## config.mk

```make
export PLATFORM = sky130hd
export DESIGN_NAME = acc_alu_core
export DESIGN_NICKNAME = d
export VERILOG_FILES = /design/src/rtl/acc_alu_pkg.sv /design/src/rtl/acc_alu_bitwise.sv /design/src/rtl/acc_alu_addsub.sv /design/src/rtl/acc_alu_rotate.sv /design/src/rtl/acc_alu_core.sv
export SDC_FILE = /design/constraint.sdc
export NUM_CORES = 1
export LEC_CHECK = 0
export BUFFER_PORTS_ARGS = -buffer_cell sky130_fd_sc_hd__buf_2
export CAP_MARGIN = 20
export CORE_UTILIZATION = 55
export CTS_BUF_LIST = sky130_fd_sc_hd__clkbuf_4 sky130_fd_sc_hd__clkbuf_8 sky130_fd_sc_hd__clkbuf_16
export DETAILED_ROUTE_END_ITERATION = 8
export GPL_TIMING_DRIVEN = 0
export PLACE_DENSITY = 0.79
export SYNTH_ARGS = -nofsm -noshare
export SYNTH_HDL_FRONTEND = slang
export SYNTH_HIERARCHICAL = 1
export SYNTH_SLANG_ARGS = --single-unit
```

## constraint.sdc

```tcl
create_clock -name clk -period 8.6 [get_ports clk]
set_input_delay 1.72 -clock clk [delete_from_list [all_inputs] [get_ports clk]]
set_output_delay 1.72 -clock clk [all_outputs]
set_load 0.005 [all_outputs]
```

## src/rtl/acc_alu_pkg.sv

```systemverilog
package acc_alu_pkg;
  localparam int OPC_W = 4;
  localparam logic [OPC_W-1:0] OPC_AND = 4'h5;
  localparam logic [OPC_W-1:0] OPC_OR  = 4'h6;
  localparam logic [OPC_W-1:0] OPC_ADD = 4'h7;
  localparam logic [OPC_W-1:0] OPC_SUB = 4'h8;
  localparam logic [OPC_W-1:0] OPC_CMP = 4'hA;
  localparam logic [OPC_W-1:0] OPC_ROL = 4'hD;
  localparam logic [OPC_W-1:0] OPC_ROR = 4'hE;
  localparam logic [OPC_W-1:0] OPC_CLF = 4'hF;
endpackage

```

## src/rtl/acc_alu_bitwise.sv

```systemverilog
module acc_alu_bitwise #(
  parameter int W = 8
) (
  input  logic [W-1:0] a,
  input  logic [W-1:0] b,
  input  logic         sel_or,
  output logic [W-1:0] y
);
  assign y = sel_or ? (a | b) : (a & b);
endmodule

```

## src/rtl/acc_alu_addsub.sv

```systemverilog
module acc_alu_addsub #(
  parameter int W = 8
) (
  input  logic [W-1:0] a,
  input  logic [W-1:0] b,
  input  logic         sub,
  output logic [W-1:0] y,
  output logic         cout
);
  logic [W:0] ext;
  // For subtraction the top bit of the extended difference is the borrow.
  always_comb begin
    if (sub) ext = {1'b0, a} - {1'b0, b};
    else     ext = {1'b0, a} + {1'b0, b};
  end
  assign y    = ext[W-1:0];
  assign cout = ext[W];
endmodule

```

## src/rtl/acc_alu_rotate.sv

```systemverilog
module acc_alu_rotate #(
  parameter int W = 8
) (
  input  logic [W-1:0] a,
  input  logic         cin,
  input  logic         left,
  output logic [W-1:0] y,
  output logic         cout
);
  logic [W-1:0] rl, rr;
  for (genvar i = 0; i < W; i++) begin : g_bit
    if (i == 0) begin : g_lo
      assign rl[i] = cin;
      assign rr[i] = a[i+1];
    end else if (i == W-1) begin : g_hi
      assign rl[i] = a[i-1];
      assign rr[i] = cin;
    end else begin : g_mid
      assign rl[i] = a[i-1];
      assign rr[i] = a[i+1];
    end
  end
  assign y    = left ? rl : rr;
  assign cout = left ? a[W-1] : a[0];
endmodule

```

## src/rtl/acc_alu_core.sv

```systemverilog
module acc_alu_core
  import acc_alu_pkg::*;
#(
  parameter int W = 8
) (
  input  logic             clk,
  input  logic             rst_n,
  input  logic             op_valid,
  output logic             op_ready,
  input  logic [OPC_W-1:0] op_code,
  input  logic [W-1:0]     operand,
  output logic [W-1:0]     res_acc,
  output logic             res_acc_we,
  output logic             res_c,
  output logic             res_c_we,
  output logic             res_z,
  output logic             res_z_we,
  output logic             res_d_clr,
  output logic [W-1:0]     acc_q,
  output logic             c_q,
  output logic             z_q
);
  logic         accept;
  logic [W-1:0] bw_y, as_y, rt_y, pick;
  logic         as_c, rt_c, clr;

  assign accept = op_valid & op_ready;

  acc_alu_bitwise #(.W(W)) u_bitwise (
    .a(acc_q), .b(operand), .sel_or(op_code == OPC_OR), .y(bw_y)
  );

  acc_alu_addsub #(.W(W)) u_addsub (
    .a(acc_q), .b(operand), .sub(op_code != OPC_ADD), .y(as_y), .cout(as_c)
  );

  acc_alu_rotate #(.W(W)) u_rotate (
    .a(acc_q), .cin(c_q), .left(op_code == OPC_ROL), .y(rt_y), .cout(rt_c)
  );

  always_comb begin
    pick       = acc_q;
    res_acc_we = 1'b0;
    res_c      = c_q;
    res_c_we   = 1'b0;
    res_z_we   = 1'b0;
    clr        = 1'b0;
    if (accept) begin
      case (op_code)
        OPC_AND, OPC_OR: begin
          pick       = bw_y;
          res_acc_we = 1'b1;
          res_z_we   = 1'b1;
        end
        OPC_ADD, OPC_SUB: begin
          pick       = as_y;
          res_acc_we = 1'b1;
          res_c      = as_c;
          res_c_we   = 1'b1;
          res_z_we   = 1'b1;
        end
        OPC_CMP: begin
          pick     = as_y;
          res_c    = as_c;
          res_c_we = 1'b1;
          res_z_we = 1'b1;
        end
        OPC_ROL, OPC_ROR: begin
          pick       = rt_y;
          res_acc_we = 1'b1;
          res_c      = rt_c;
          res_c_we   = 1'b1;
        end
        OPC_CLF: begin
          res_c    = 1'b0;
          res_c_we = 1'b1;
          res_z_we = 1'b1;
          clr      = 1'b1;
        end
        default: ;
      endcase
    end
    res_acc   = pick;
    res_z     = clr ? 1'b0 : (res_z_we ? ~|pick : z_q);
    res_d_clr = clr;
  end

  always_ff @(posedge clk or negedge rst_n) begin
    if (!rst_n) begin
      op_ready <= 1'b0;
      acc_q    <= '0;
      c_q      <= 1'b0;
      z_q      <= 1'b0;
    end else begin
      op_ready <= 1'b1;
      if (res_acc_we) acc_q <= res_acc;
      if (res_c_we)   c_q   <= res_c;
      if (res_z_we)   z_q   <= res_z;
    end
  end
endmodule

```

# After elaboration in Yosys (flattened, before gate mapping)
# Cells that the tools add are included.
[classes]
n_reduce_logical = 8
bitwise = 3
n_mux = 18
n_eq_ne = 9
n_addsub = 2
[op_table]
columns = ["op", "n"]
rows = [
  ["2-to-1 mux 8 bit", 3],
  ["case mux 8 bit (3 select lines)", 1],
  ["equality test 4 bit, second input constant", 5],
  ["OR reduction 6 bit", 3],
  ["equality test 4 x 3 -> 1 bit, second input constant", 3],
  ["2-to-1 mux 1 bit", 12],
  ["adder 8 x 8 -> 9 bit", 1],
  ["2-to-1 mux 9 bit", 1],
  ["subtractor 8 x 8 -> 9 bit", 1],
  ["AND 8 bit", 1],
  ["OR 8 bit", 1],
  ["OR reduction 8 bit", 1],
  ["!= test 4 x 3 -> 1 bit, second input constant", 1],
  ["OR reduction 2 bit", 2],
  ["case mux 1 bit (3 select lines)", 1],
  ["OR reduction 3 bit", 1],
  ["AND 1 bit", 1],
  ["zero test 1 bit", 1],
]
[word_totals]
elab_cells = 44
output_inout_bits = 25
input_bits = 15
reg_bits = 11

# Longest topological paths before layout
# Gate-level depths: netlist (run 1).
[logic_depth]
depth_word = 8
depth_mapped = 17
mapped_depth_nobuf = 15

# By module
# Netlist (run 1), hierarchy kept.
[by_module_without_submodules]
columns = ["mod", "area_each_um2", "instances", "cells_each", "seq_area_each_um2"]
rows = [
  ["acc_alu_core", 1233.7, 1, 160, 275.3],
  ["acc_alu_addsub", 559.3, 1, 72, 0.0],
  ["acc_alu_rotate", 146.4, 1, 10, 0.0],
  ["acc_alu_bitwise", 101.3, 1, 9, 0.0],
]

# Worst setup path before layout (run 1)
# OpenSTA, ideal clock, no wires.
[synth_timing]
path_kind = "input -> output"
from = "input port op_code[0]"
to = "output port res_z"
setup_slack_ps = 2306
required_ps = 6880
path_buffers = 3
arrival_time_ps = 4574
stages = 15
cell_sequence = "buf_2 -> clkbuf_1 -> nand3_1 -> buf_6 -> mux2_2 -> fa_1 -> nor2b_4 -> o2111ai_2 -> nand3b_1 -> xor2_1 -> nor3b_1 -> o21ai_0 -> a31oi_1 -> nor4_2 -> a31o_1"
[synth_via]
elab_chain_cells = 8
elab_cells_between_ends = 26
cone_classes = "9 x eq/ne; 11 x mux; 6 x reduce/logical"
[synth_rtl]
columns = ["item", "line_no", "rtl"]
rows = [
  ["start: declaration", "acc_alu_core.sv:10", "input logic [OPC_W-1:0] op_code,"],
  ["!= test 4 x 3 -> 1 bit", "acc_alu_core.sv:34", ".a(acc_q), .b(operand), .sub(op_code != OPC_ADD), .y(as_y), .cout(as_c)"],
  ["2-to-1 mux 9 bit", "acc_alu_addsub.sv:13", "if (sub) ext = {1'b0, a} - {1'b0, b};"],
  ["named net as_y[6]", "acc_alu_core.sv:24", "logic [W-1:0] bw_y, as_y, rt_y, pick;"],
  ["case mux 8 bit (3 select lines)", "acc_alu_core.sv:49", "case (op_code)"],
  ["2-to-1 mux 8 bit", "acc_alu_core.sv:48", "if (accept) begin"],
  ["named net res_acc[6]", "acc_alu_core.sv:12", "output logic [W-1:0] res_acc,"],
  ["OR reduction 8 bit", "acc_alu_core.sv:84", "res_z = clr ? 1'b0 : (res_z_we ? ~|pick : z_q);"],
  ["zero test 1 bit", "acc_alu_core.sv:84", ""],
  ["2-to-1 mux 1 bit (2 in series)", "acc_alu_core.sv:84", ""],
  ["end: declaration", "acc_alu_core.sv:16", "output logic res_z,"],
]
# The timed path passes the listed nets, and every way through them passes these cells.

# Final worst setup path (run 1)
[layout_timing]
from = "input port op_code[0]"
to = "output port res_z"
[layout_via]
elab_chain_cells = 8
elab_cells_between_ends = 26
cone_classes = "9 x eq/ne; 11 x mux; 6 x reduce/logical"
[layout_rtl]
columns = ["item", "line_no"]
rows = [
  ["!= test 4 x 3 -> 1 bit", "acc_alu_core.sv:34"],
  ["2-to-1 mux 9 bit", "acc_alu_addsub.sv:13"],
  ["named net as_y[6]", "acc_alu_core.sv:24"],
  ["case mux 8 bit (3 select lines)", "acc_alu_core.sv:49"],
  ["2-to-1 mux 8 bit", "acc_alu_core.sv:48"],
  ["OR reduction 8 bit", "acc_alu_core.sv:84"],
  ["zero test 1 bit", "acc_alu_core.sv:84"],
  ["2-to-1 mux 1 bit (2 in series)", "acc_alu_core.sv:84"],
]
# The timed path passes the listed nets, and every way through them passes these cells.

==> flow_summary_export.csv, run 1 <==
group,metric,value,unit
outcome,outcome,"finished clean",
worst_setup_path,start_kind,"input pin",
floorplan,dieHeight,62.9,µm
final_layout,area_growth,14.7,%
worst_setup_path,reg2reg_from,"acc_q[0]",
cts,insertion_delay,0.25,ns
cts,cts_num_sinks,11,
worst_setup_path,cp_num_cells,17,
worst_setup_path,crit_path_end_kind,"primary output",
logic_synthesis,synth_edf_count,0,
power,p_per_area,219,mW/mm²
logic_synthesis,synthArstFlopShare,100,%
global_route,antenna_found_initial,0,
worst_setup_path,crit_start,"op_code[0]",
detailed_routing,drtAntennaViolNets,0,
cts,cts-root-buf,"clkbuf_8",
placed_design,routabilityCongestion,0.921,
global_route,grt-ovfl-total,0,
floorplan,ios,40,
placed_design,pre_cts_slack,1.61,ns
worst_setup_path,cp.arrival,5.30,ns
logic_synthesis,syn_inst,251,
detailed_routing,wl_per_cell,17.0,µm
cts,clock_path_buffers,2,
power,leakage,0.00101,µW
worst_setup_path,critical_path.max_stage_delay,0.47,ns
placed_design,port_buffers,39,
timing,timing.final.ws_setup,1.58,ns
logic_synthesis,ys.flop_type,"dfrtp_1",
detailed_routing,viasPerCell,6.38,
global_route,track_usage,31.8,%
logic_synthesis,syn-num-nets,276,
timing,tns,0,ns
timing,finalMaxSlewViolations,0,
timing,rsz0062_at_grt,"no",
timing,min_period_over_period,81.7,%
timing,finalHoldViolCount,0,
final_layout,layout_common_cells,"42 x buf_2, 24 x nor2_1, 18 x a21oi_1",
cts,cts.htree.levels,1,
logic_synthesis,ys_types,50,
detailed_routing,drc,0,
power,ir_drop,0.144,mV
logic_synthesis,synth_seq_cells,11,
cts,cts_inserted_buffers,3,
detailed_routing,drt_wl_total,5.79,mm
cts,tritoncts,"yes",
final_layout,diodes,0,
logic_synthesis,yosysWarnings,6,
timing,final-setup-viol-count,0,
worst_setup_path,worst_path_most_repeated_cell,"buf_2",
cts,ctsResizeCount,0,
final_layout,layout_commonest_cell,"buf_2",
floorplan,die-area,0.00396,mm²
detailed_routing,drtIter0Drc,212,
global_route,grt_start_max_net_pins,12,
worst_setup_path,crit_buf_inv,5,
detailed_routing,num_vias,2170,
worst_setup_path,path_class,"input pin to primary output",
logic_synthesis,seq_area_frac_synth,13.5,%
run,cap_viol_max_count,0,
global_route,grt_pass1_wl,9.98,mm
detailed_routing,first_pass_iters,5,
worst_setup_path,path_max_fanout,10,
cts,clk_pin_slew,0.06,ns
worst_setup_path,r2r_slack,5.63,ns
logic_synthesis,synth_area_per_cell,8.13,µm²
global_route,grt_pass1_vias,2063,
hold_path,hp-class,"flip-flop to flip-flop",
worst_setup_path,cp.required,6.88,ns
final_layout,drive_gt1_share,31.0,%
timing,fmax,142,MHz
worst_setup_path,rr_worst_depth,12,
timing,min_period,7.02,ns
cts,post_cts.repair.setup_buffers,0,
worst_setup_path,worstPathCellList,"buf_2, buf_2, clkbuf_1, nand3_1, buf_6, mux2_2, fa_1, nor2b_4, o2111ai_2, nand3b_1, xor2_1, nor3b_1, o21ai_0, a31oi_1, nor4_2, a31o_1, buf_2",
worst_setup_path,crit_path_top_delay_cell,"fa_1",
timing,fin_skew,0.00151,ns
placed_design,dp_hpwl,4.46,mm
floorplan,core,0.00344,mm²
hold_path,min-delay-start,"c_q",
hold_path,min_path_cells,2,
floorplan,rows,21,
logic_synthesis,netlist_area,0.00204,mm²
timing,worstMarginPinSlew,0.534,ns
final_layout,post-route-util,68.0,%
timing,max_slew_margin,64.4,%
floorplan,start_util,59.3,%
floorplan,die_w,62.9,µm
worst_setup_path,crit_family,"buffers and inverters",
cts,hold_buffers,0,
final_layout,nets,320,
[cell usage after synthesis, types with 6 or more instances]
library cell / n / area [µm²]
inv_1: 10 / 37.5
ha_1: 9 / 113
nand2b_1: 7 / 43.8
and3_1: 7 / 43.8
a32oi_1: 8 / 70.1
nand2_1: 15 / 56.3
dfrtp_1: 11 / 275
maj3_2: 8 / 90.1
o21ai_0: 12 / 60.1
a31oi_1: 8 / 50.1
clkbuf_1: 7 / 26.3
nand3b_1: 13 / 97.6
nor2_1: 24 / 90.1
nor3_1: 6 / 30.0
mux2_4: 9 / 135
mux2_2: 11 / 124
xnor2_1: 9 / 78.8
a21oi_1: 18 / 90.1
o22a_1: 7 / 61.3
[per-layer routing]
layer	part of all wire (%)	global-route usage (%)	wire length [µm]	vias to the layer above
met5	0	0	0	-
met4	2.9	9.88	170	0
met3	8.0	5.66	461	20
met2	45	49.5	2610	117
met1	44	44.1	2550	1020
li1	-	-	-	1013
[area by class of cell]
cell class	instances	area, µm²
clock buffers	3	41.3
flip-flops and latches	11	275
clock inverters	1	5.00
well taps	46	57.6
plain buffers	17	113
repair buffers	39	195
multi-input cells	212	1610
inverters	11	41.3
fillers	325	1100
[registers in the layout (all words and copies together), names as in the netlist]
name,flops
op_ready,1
z_q,1
c_q,1
acc_q,8
[cell families after synthesis]
family | Yosys count | share of synthesized area (%)
simple gates | 88 | 24.0
compound gates | 71 | 25.1
fa+ha+maj | 19 | 11.4
other cells | 1 | 0.184
mux | 21 | 13.2
flops | 11 | 13.5
buf+inv | 28 | 7.54
xor+xnor | 12 | 5.15
[through the flow]
| step | instance area (µm²) | total power, µW | hold slack [ns] | cells |
|---|---|---|---|---|
| 6_report | 2340 | 512 | 0.651 | 340 |
| 5_1_grt | 2340 | 552 | 0.721 | 340 |
| 4_1_cts | 2340 | 505 | 0.645 | 340 |
| 3_5_place_dp | 2290 | 449 | 0.631 | 336 |
| 3_3_place_gp | 2290 | 439 | 0.636 | 336 |
| 2_1_floorplan | 2040 | 345 | 0.576 | 251 |
[report_power, final]
part / switching, µW / internal [µW]
Clock: 23.5 / 32.1
Combinational: 179 / 168
Sequential: 40.7 / 69.3
Total: 243 / 269
[worst reg2reg max path, cell delays in order, from the launching register on]
cell and delay, ns:
dfrtp_1 0.50, inv_1 0.08, ha_1 0.23, fa_1 0.44
nor2b_4 0.15, o2111ai_2 0.16, nand3b_1 0.14, xor2_1 0.25
nor3b_1 0.20, o21ai_0 0.10, a31oi_1 0.32, nor4_2 0.11
a31o_1 0.19
[path summary, 6_finish.rpt]
path                             to
max in group asynchronous  acc_q[4]
hold reg to reg                 c_q
hold / removal                  c_q
setup / recovery              res_z
min in group asynchronous       c_q
setup reg to reg                z_q
No activity file was read; power rests on OpenSTA's default activity.
==> run 2, diff against run 1 <==
- ABC_AREA: default -> 1
- CORE_UTILIZATION: 55 -> 50
- PLACE_DENSITY: 0.79 -> 0.77
- clock period: 8.6 -> 6.25 ns (I/O delays scaled with it)
==> flow_summary_export.csv, run 2 <==
group,metric,value,unit
power,total_power,549,µW
cts,clock_path_buffers,2,
timing,min_period,5.34,ns
hold_path,min_path_cells,2,
worst_setup_path,path_class,"input pin to primary output",
final_layout,area_growth,15.9,%
worst_setup_path,path_max_fanout,7,
detailed_routing,drtIter0Drc,113,
worst_setup_path,start_kind,"input pin",
timing,finalHoldViolCount,0,
detailed_routing,drt_wl_total,4.46,mm
cts,cts-root-buf,"clkbuf_4",
cts,ctsResizeCount,0,
final_layout,fillers,384,
global_route,grt_start_max_net_pins,12,
cts,cts_num_sinks,11,
placed_design,port_buffers,39,
final_layout,diodes,0,
logic_synthesis,synthMostInstantiatedCell,"nand2_1",
worst_setup_path,cp.arrival,4.09,ns
logic_synthesis,synth_seq_cells,11,
timing,tns,0,ns
logic_synthesis,seq_area_frac_synth,15.4,%
final_layout,layout_commonest_cell,"nand2_1",
floorplan,rows,21,
timing,fmax,187,MHz
logic_synthesis,ys_types,27,
floorplan,core,0.00336,mm²
cts,insertion_delay,0.27,ns
global_route,grt_pass1_wl,7.36,mm
detailed_routing,viasPerCell,4.86,
worst_setup_path,cp_num_cells,27,
hold_path,hp-class,"flip-flop to flip-flop",
logic_synthesis,netlist_area,0.00178,mm²
timing,final-setup-viol-count,0,
timing,finalMaxSlewViolations,0,
worst_setup_path,crit_path_top_delay_cell,"ha_1",
detailed_routing,drtAntennaViolNets,0,
power,ir_drop,0.158,mV
worst_setup_path,crit_buf_inv,6,
timing,fin_skew,0.00435,ns
power,leakage,0.00129,µW
placed_design,dp_hpwl,3.66,mm
floorplan,dieHeight,61.7,µm
logic_synthesis,synth_area_leader_cell,"nand2_1",
final_layout,multi_input_area,0.00125,mm²
logic_synthesis,syn_inst,332,
final_layout,top_register,"acc_q",
logic_synthesis,synth_area_leaders,"nand2_1 29%, dfrtp_1 15%, inv_1 11%, ha_1 6.3%, nor2_1 6.3%",
timing,rsz0062_at_grt,"no",
worst_setup_path,critical_path.max_stage_delay,0.33,ns
cts,cts.htree.levels,1,
final_layout,layout_common_cells,"139 x nand2_1, 54 x inv_1, 39 x buf_2",
worst_setup_path,rr_worst_depth,16,
timing,min_period_over_period,85.4,%
detailed_routing,drc,0,
global_route,grt-ovfl-total,0,
cts,clk_pin_slew,0.07,ns
cts,hold_buffers,0,
logic_synthesis,synth_common_cells,"139 x nand2_1, 54 x inv_1, 30 x nor2_1",
global_route,grt_pass1_vias,1659,
global_route,antenna_found_initial,0,
final_layout,largest_reg_flops,8,
run,cap_viol_max_count,0,
outcome,outcome,"finished clean",
detailed_routing,wl_per_cell,10.6,µm
floorplan,ios,40,
placed_design,routabilityCongestion,0.837,
floorplan,die_w,61.7,µm
final_layout,nets,401,
logic_synthesis,synth_edf_count,0,
cts,post_cts.repair.setup_buffers,0,
worst_setup_path,crit_path_end_kind,"primary output",
logic_synthesis,synth_area_per_cell,5.37,µm²
logic_synthesis,syn-num-nets,357,
logic_synthesis,synthArstFlopShare,100,%
final_layout,drive_gt1_share,17.9,%
logic_synthesis,yosysWarnings,6,
logic_synthesis,synth_top_area_share,29.3,%
worst_setup_path,cp.required,5.00,ns
worst_setup_path,crit_family,"simple AND/OR/NAND/NOR gates",
floorplan,die-area,0.00381,mm²
worst_setup_path,worst_path_most_repeated_cell,"nand2_1",
floorplan,start_util,53.0,%
logic_synthesis,ys.flop_type,"dfrtp_1",
detailed_routing,first_pass_iters,4,
power,p_per_area,266,mW/mm²
cts,tritoncts,"yes",
cts,cts_inserted_buffers,3,
final_layout,final-seq-area,275,µm²
detailed_routing,num_vias,2048,
global_route,track_usage,25.6,%
-- run 2: changes by cell type after synthesis, moves of 8 or more --
cell,delta
o21ai_0,-10
nand3_1,+13
nand3b_1,-11
mux2_2,-11
maj3_2,-8
nand2_1,+124
mux2_4,-9
inv_1,+44
a32oi_1,-8
o21ai_1,+12
-- run 2: worst reg2reg max path: stages (launching register included) --
cell	delay [ns]
dfrtp_1	0.47
inv_1	0.07
ha_1	0.24
fa_1	0.42
inv_1	0.07
nand2_1	0.04
nand2_1	0.09
nand3b_1	0.11
nand3_1	0.08
nand2_1	0.06
nand2_1	0.07
nand3_1	0.08
nand2_1	0.12
nand3_1	0.08
nor2_1	0.15
nand2_1	0.12
a21oi_1	0.14
-- run 2: worst paths after layout --
check | startpoint | to | slack [ns]
setup / recovery | op_code[2] | res_z | 0.91
hold / removal | z_q | z_q | 0.57
setup reg to reg | acc_q[0] | z_q | 3.77
hold reg to reg | z_q | z_q | 0.57
max in group asynchronous | rst_n | c_q | 5.21
min in group asynchronous | rst_n | acc_q[2] | 0.84
-- run 2: logic make-up after synthesis --
| kind of cell | count (synthesis) | synth area share [%] |
|---|---|---|
| compound gates | 38 | 12.0 |
| xor+xnor | 6 | 2.95 |
| fa+ha+maj | 10 | 7.44 |
| buf+inv | 64 | 14.3 |
| flops | 11 | 15.4 |
| mux | 1 | 0.561 |
| other cells | 1 | 0.210 |
| simple gates | 201 | 47.1 |
-- run 2: power breakdown --
| group | total, µW | switching [µW] | internal [µW] |
|---|---|---|---|
| clock network | 54.2 | 25.1 | 29.1 |
| logic | 351 | 201 | 150 |
| registers | 143 | 50.2 | 93.2 |
| total | 549 | 276 | 273 |
-- run 2: metrics by stage --
stage / hold slack [ns] / instance area, µm² / util, % / std cells / setup slack [ns]
6_report: 0.575 / 2070 / 61.4 / 421 / 0.912
5_1_grt: 0.614 / 2070 / 61.4 / 421 / 0.471
4_1_cts: 0.581 / 2070 / 61.4 / 421 / 0.900
3_5_place_dp: 0.569 / 2040 / 60.5 / 417 / 0.917
3_3_place_gp: 0.547 / 2040 / 60.5 / 417 / 0.953
2_1_floorplan: 0.551 / 1780 / - / 332 / 1.55
-- run 2: metal layers --
layer / global-route usage (%) / vias to the layer above / part of all wire, %
li1: - / 1098 / -
met1: 37.2 / 893 / 50
met2: 41.6 / 55 / 45
met3: 3.93 / 2 / 5.1
met4: 2.22 / 0 / 0.22
met5: 0 / - / 0
-- run 2: cell type report --
cell class	count	share of cell area, %
timing repair buffer	39	9.45
inverter	61	11.1
sequential	11	13.3
clock buffer	4	1.45
buffer	3	1.27
tap	46	2.79
multi-input combinational	257	60.6
==> run 3, diff against run 2 <==
- CORE_UTILIZATION: 50 -> 55
- CTS_CLUSTER_SIZE: default -> 8
- clock period: 6.25 -> 6.4 ns (I/O delays scaled with it)
==> flow_summary_export.csv, run 3 (synthesis gave the netlist of run 2 again) <==
group,metric,value,unit
timing,min_period_over_period,83.5,%
timing,worstMarginPinSlew,0.507,ns
cts,cts_inserted_buffers,3,
floorplan,core,0.00305,mm²
timing,rsz0062_at_grt,"no",
detailed_routing,first_pass_iters,4,
global_route,grt_start_max_net_pins,12,
detailed_routing,drtAntennaViolNets,0,
global_route,grt_pass1_wl,7.60,mm
final_layout,final_cells,419,
power,p_seq_share,26.0,%
floorplan,dieHeight,58.9,µm
final_layout,drive_gt1_share,17.9,%
power,leakage,0.00129,µW
placed_design,dpl-instance-area,0.00203,mm²
final_layout,nets,401,
placed_design,dp.cells,415,
final_layout,post-route-util,67.6,%
power,p_sw_share,50.5,%
timing,final-setup-viol-count,0,
detailed_routing,wl_per_cell,10.5,µm
cts,post_cts.repair.setup_buffers,0,
worst_setup_path,path_max_fanout,7,
final_layout,layout_commonest_cell,"nand2_1",
timing,finalHoldViolCount,0,
worst_setup_path,start_kind,"input pin",
worst_setup_path,cp.arrival,4.06,ns
placed_design,port_buffers,39,
worst_setup_path,reg2reg_from,"acc_q[0]",
timing,fmax,187,MHz
outcome,outcome,"finished clean",
placed_design,dp_hpwl,3.64,mm
power,total_power,539,µW
power,ir_drop,0.192,mV
global_route,grt_pass1_vias,1752,
power,p_int,266,µW
run,cap_viol_max_count,0,
worst_setup_path,crit_path_end_kind,"primary output",
cts,cts-root-buf,"clkbuf_4",
power,combinationalPowerShare,64.2,%
worst_setup_path,cp.required,5.12,ns
final_layout,diodes,0,
power,p_clk_share,9.8,%
worst_setup_path,rr_worst_depth,15,
power,switching_power,272,µW
cts,clk_pin_slew,0.07,ns
hold_path,min-delay-start,"z_q",
timing,min_period,5.34,ns
worst_setup_path,crit_start,"op_code[2]",
cts,hold_buffers,0,
detailed_routing,drt_wl_total,4.42,mm
hold_path,min_path_cells,2,
worst_setup_path,r2r_slack,3.93,ns
cts,insertion_delay,0.27,ns
floorplan,ios,40,
global_route,grt-ovfl-total,0,
floorplan,start_util,58.4,%
cts,cts_num_sinks,11,
detailed_routing,drc,0,
detailed_routing,num_vias,2088,
floorplan,die-area,0.00347,mm²
cts,cts.htree.levels,1,
hold_path,hp-class,"flip-flop to flip-flop",
final_layout,layout_common_cells,"139 x nand2_1, 54 x inv_1, 39 x buf_2",
detailed_routing,drtIter0Drc,119,
final_layout,largest_reg_flops,8,
floorplan,rows,20,
detailed_routing,viasPerCell,4.98,
final_layout,top_register,"acc_q",
cts,tritoncts,"yes",
cts,ctsResizeCount,0,
floorplan,die_w,58.9,µm
cts,clock_path_buffers,2,
timing,max_slew_margin,66.2,%
final_layout,design_area,0.00206,mm²
hold_path,hold_end,"z_q",
global_route,antenna_found_initial,0,
timing,finalMaxSlewViolations,0,
global_route,track_usage,28.3,%
timing,tns,0,ns
power,p_per_area,261,mW/mm²
final_layout,area_growth,15.7,%
timing,fin_skew,0.00191,ns
placed_design,routabilityCongestion,0.921,
worst_setup_path,worstReg2RegEnd,"z_q",
worst_setup_path,path_class,"input pin to primary output",
[run 3: cell counts in the layout (fill, tap and decap cells not counted)]
No cell type changed its count.
[run 3: cell type report]
| type | count | area [µm²] |
|---|---|---|
| Buffer | 3 | 26.3 |
| Clock buffer | 4 | 30.0 |
| Fill cell | 327 | 990 |
| Inverter | 61 | 229 |
| Multi-Input combinational cell | 257 | 1250 |
| Sequential cell | 11 | 275 |
| Tap cell | 44 | 55.1 |
| Timing Repair Buffer | 39 | 195 |
[run 3: routing by layer]
metal | share of wire [%] | track usage, % | vias up | wire [µm]
li1 | - | - | 1103 | -
met1 | 50 | 38.9 | 946 | 2200
met2 | 47 | 48.1 | 39 | 2070
met3 | 3.1 | 4.84 | 0 | 139
met4 | 0 | 2.38 | 0 | 0
met5 | 0 | 0 | - | 0
[run 3: metrics by stage]
step	worst slack, ns	hold slack [ns]
final	1.06	0.558
after global routing	0.631	0.580
after CTS	1.06	0.561
after detailed placement	1.08	0.549
after global placement	1.07	0.550
after floorplan	1.64	0.551
[run 3: worst max path at each step]
stage / to / slack [ns] / cells after the start
finish: res_z / 1.06 / 27
global route: res_z / 0.63 / 22
CTS: res_z / 1.06 / 27
detailed placement: res_z / 1.08 / 27
global placement: res_z / 1.07 / 27
floorplan: res_z / 1.64 / 25
[run 3: power by group through the flow]
stage          clock network, µW  logic, µW  registers, µW
3_5_place_dp                   0        345            142
3_3_place_gp                   0        337            141
2_1_floorplan                  0        246            128
6_report                    52.7        346            140
5_1_grt                     56.7        406            145
4_1_cts                     53.4        347            140
[run 3: critical path, stage by stage]
cell and delay, ns:
buf_2 0.08, inv_1 0.05, nor2_1 0.21, nand2_2 0.18
inv_2 0.17, nand2_2 0.13, nand2_1 0.08, nand2_1 0.05
nand2_1 0.05, inv_1 0.04, ha_1 0.33, nand2_1 0.11
inv_1 0.04, a21oi_1 0.17, nand2_1 0.07, nand2_1 0.05
nand2_1 0.06, nand2_1 0.06, nand2_1 0.05, nor2_1 0.08
nand2_1 0.06, nand2_1 0.14, nand3_1 0.09, nor2_1 0.09
nand2_1 0.08, a21oi_1 0.12, buf_2 0.12
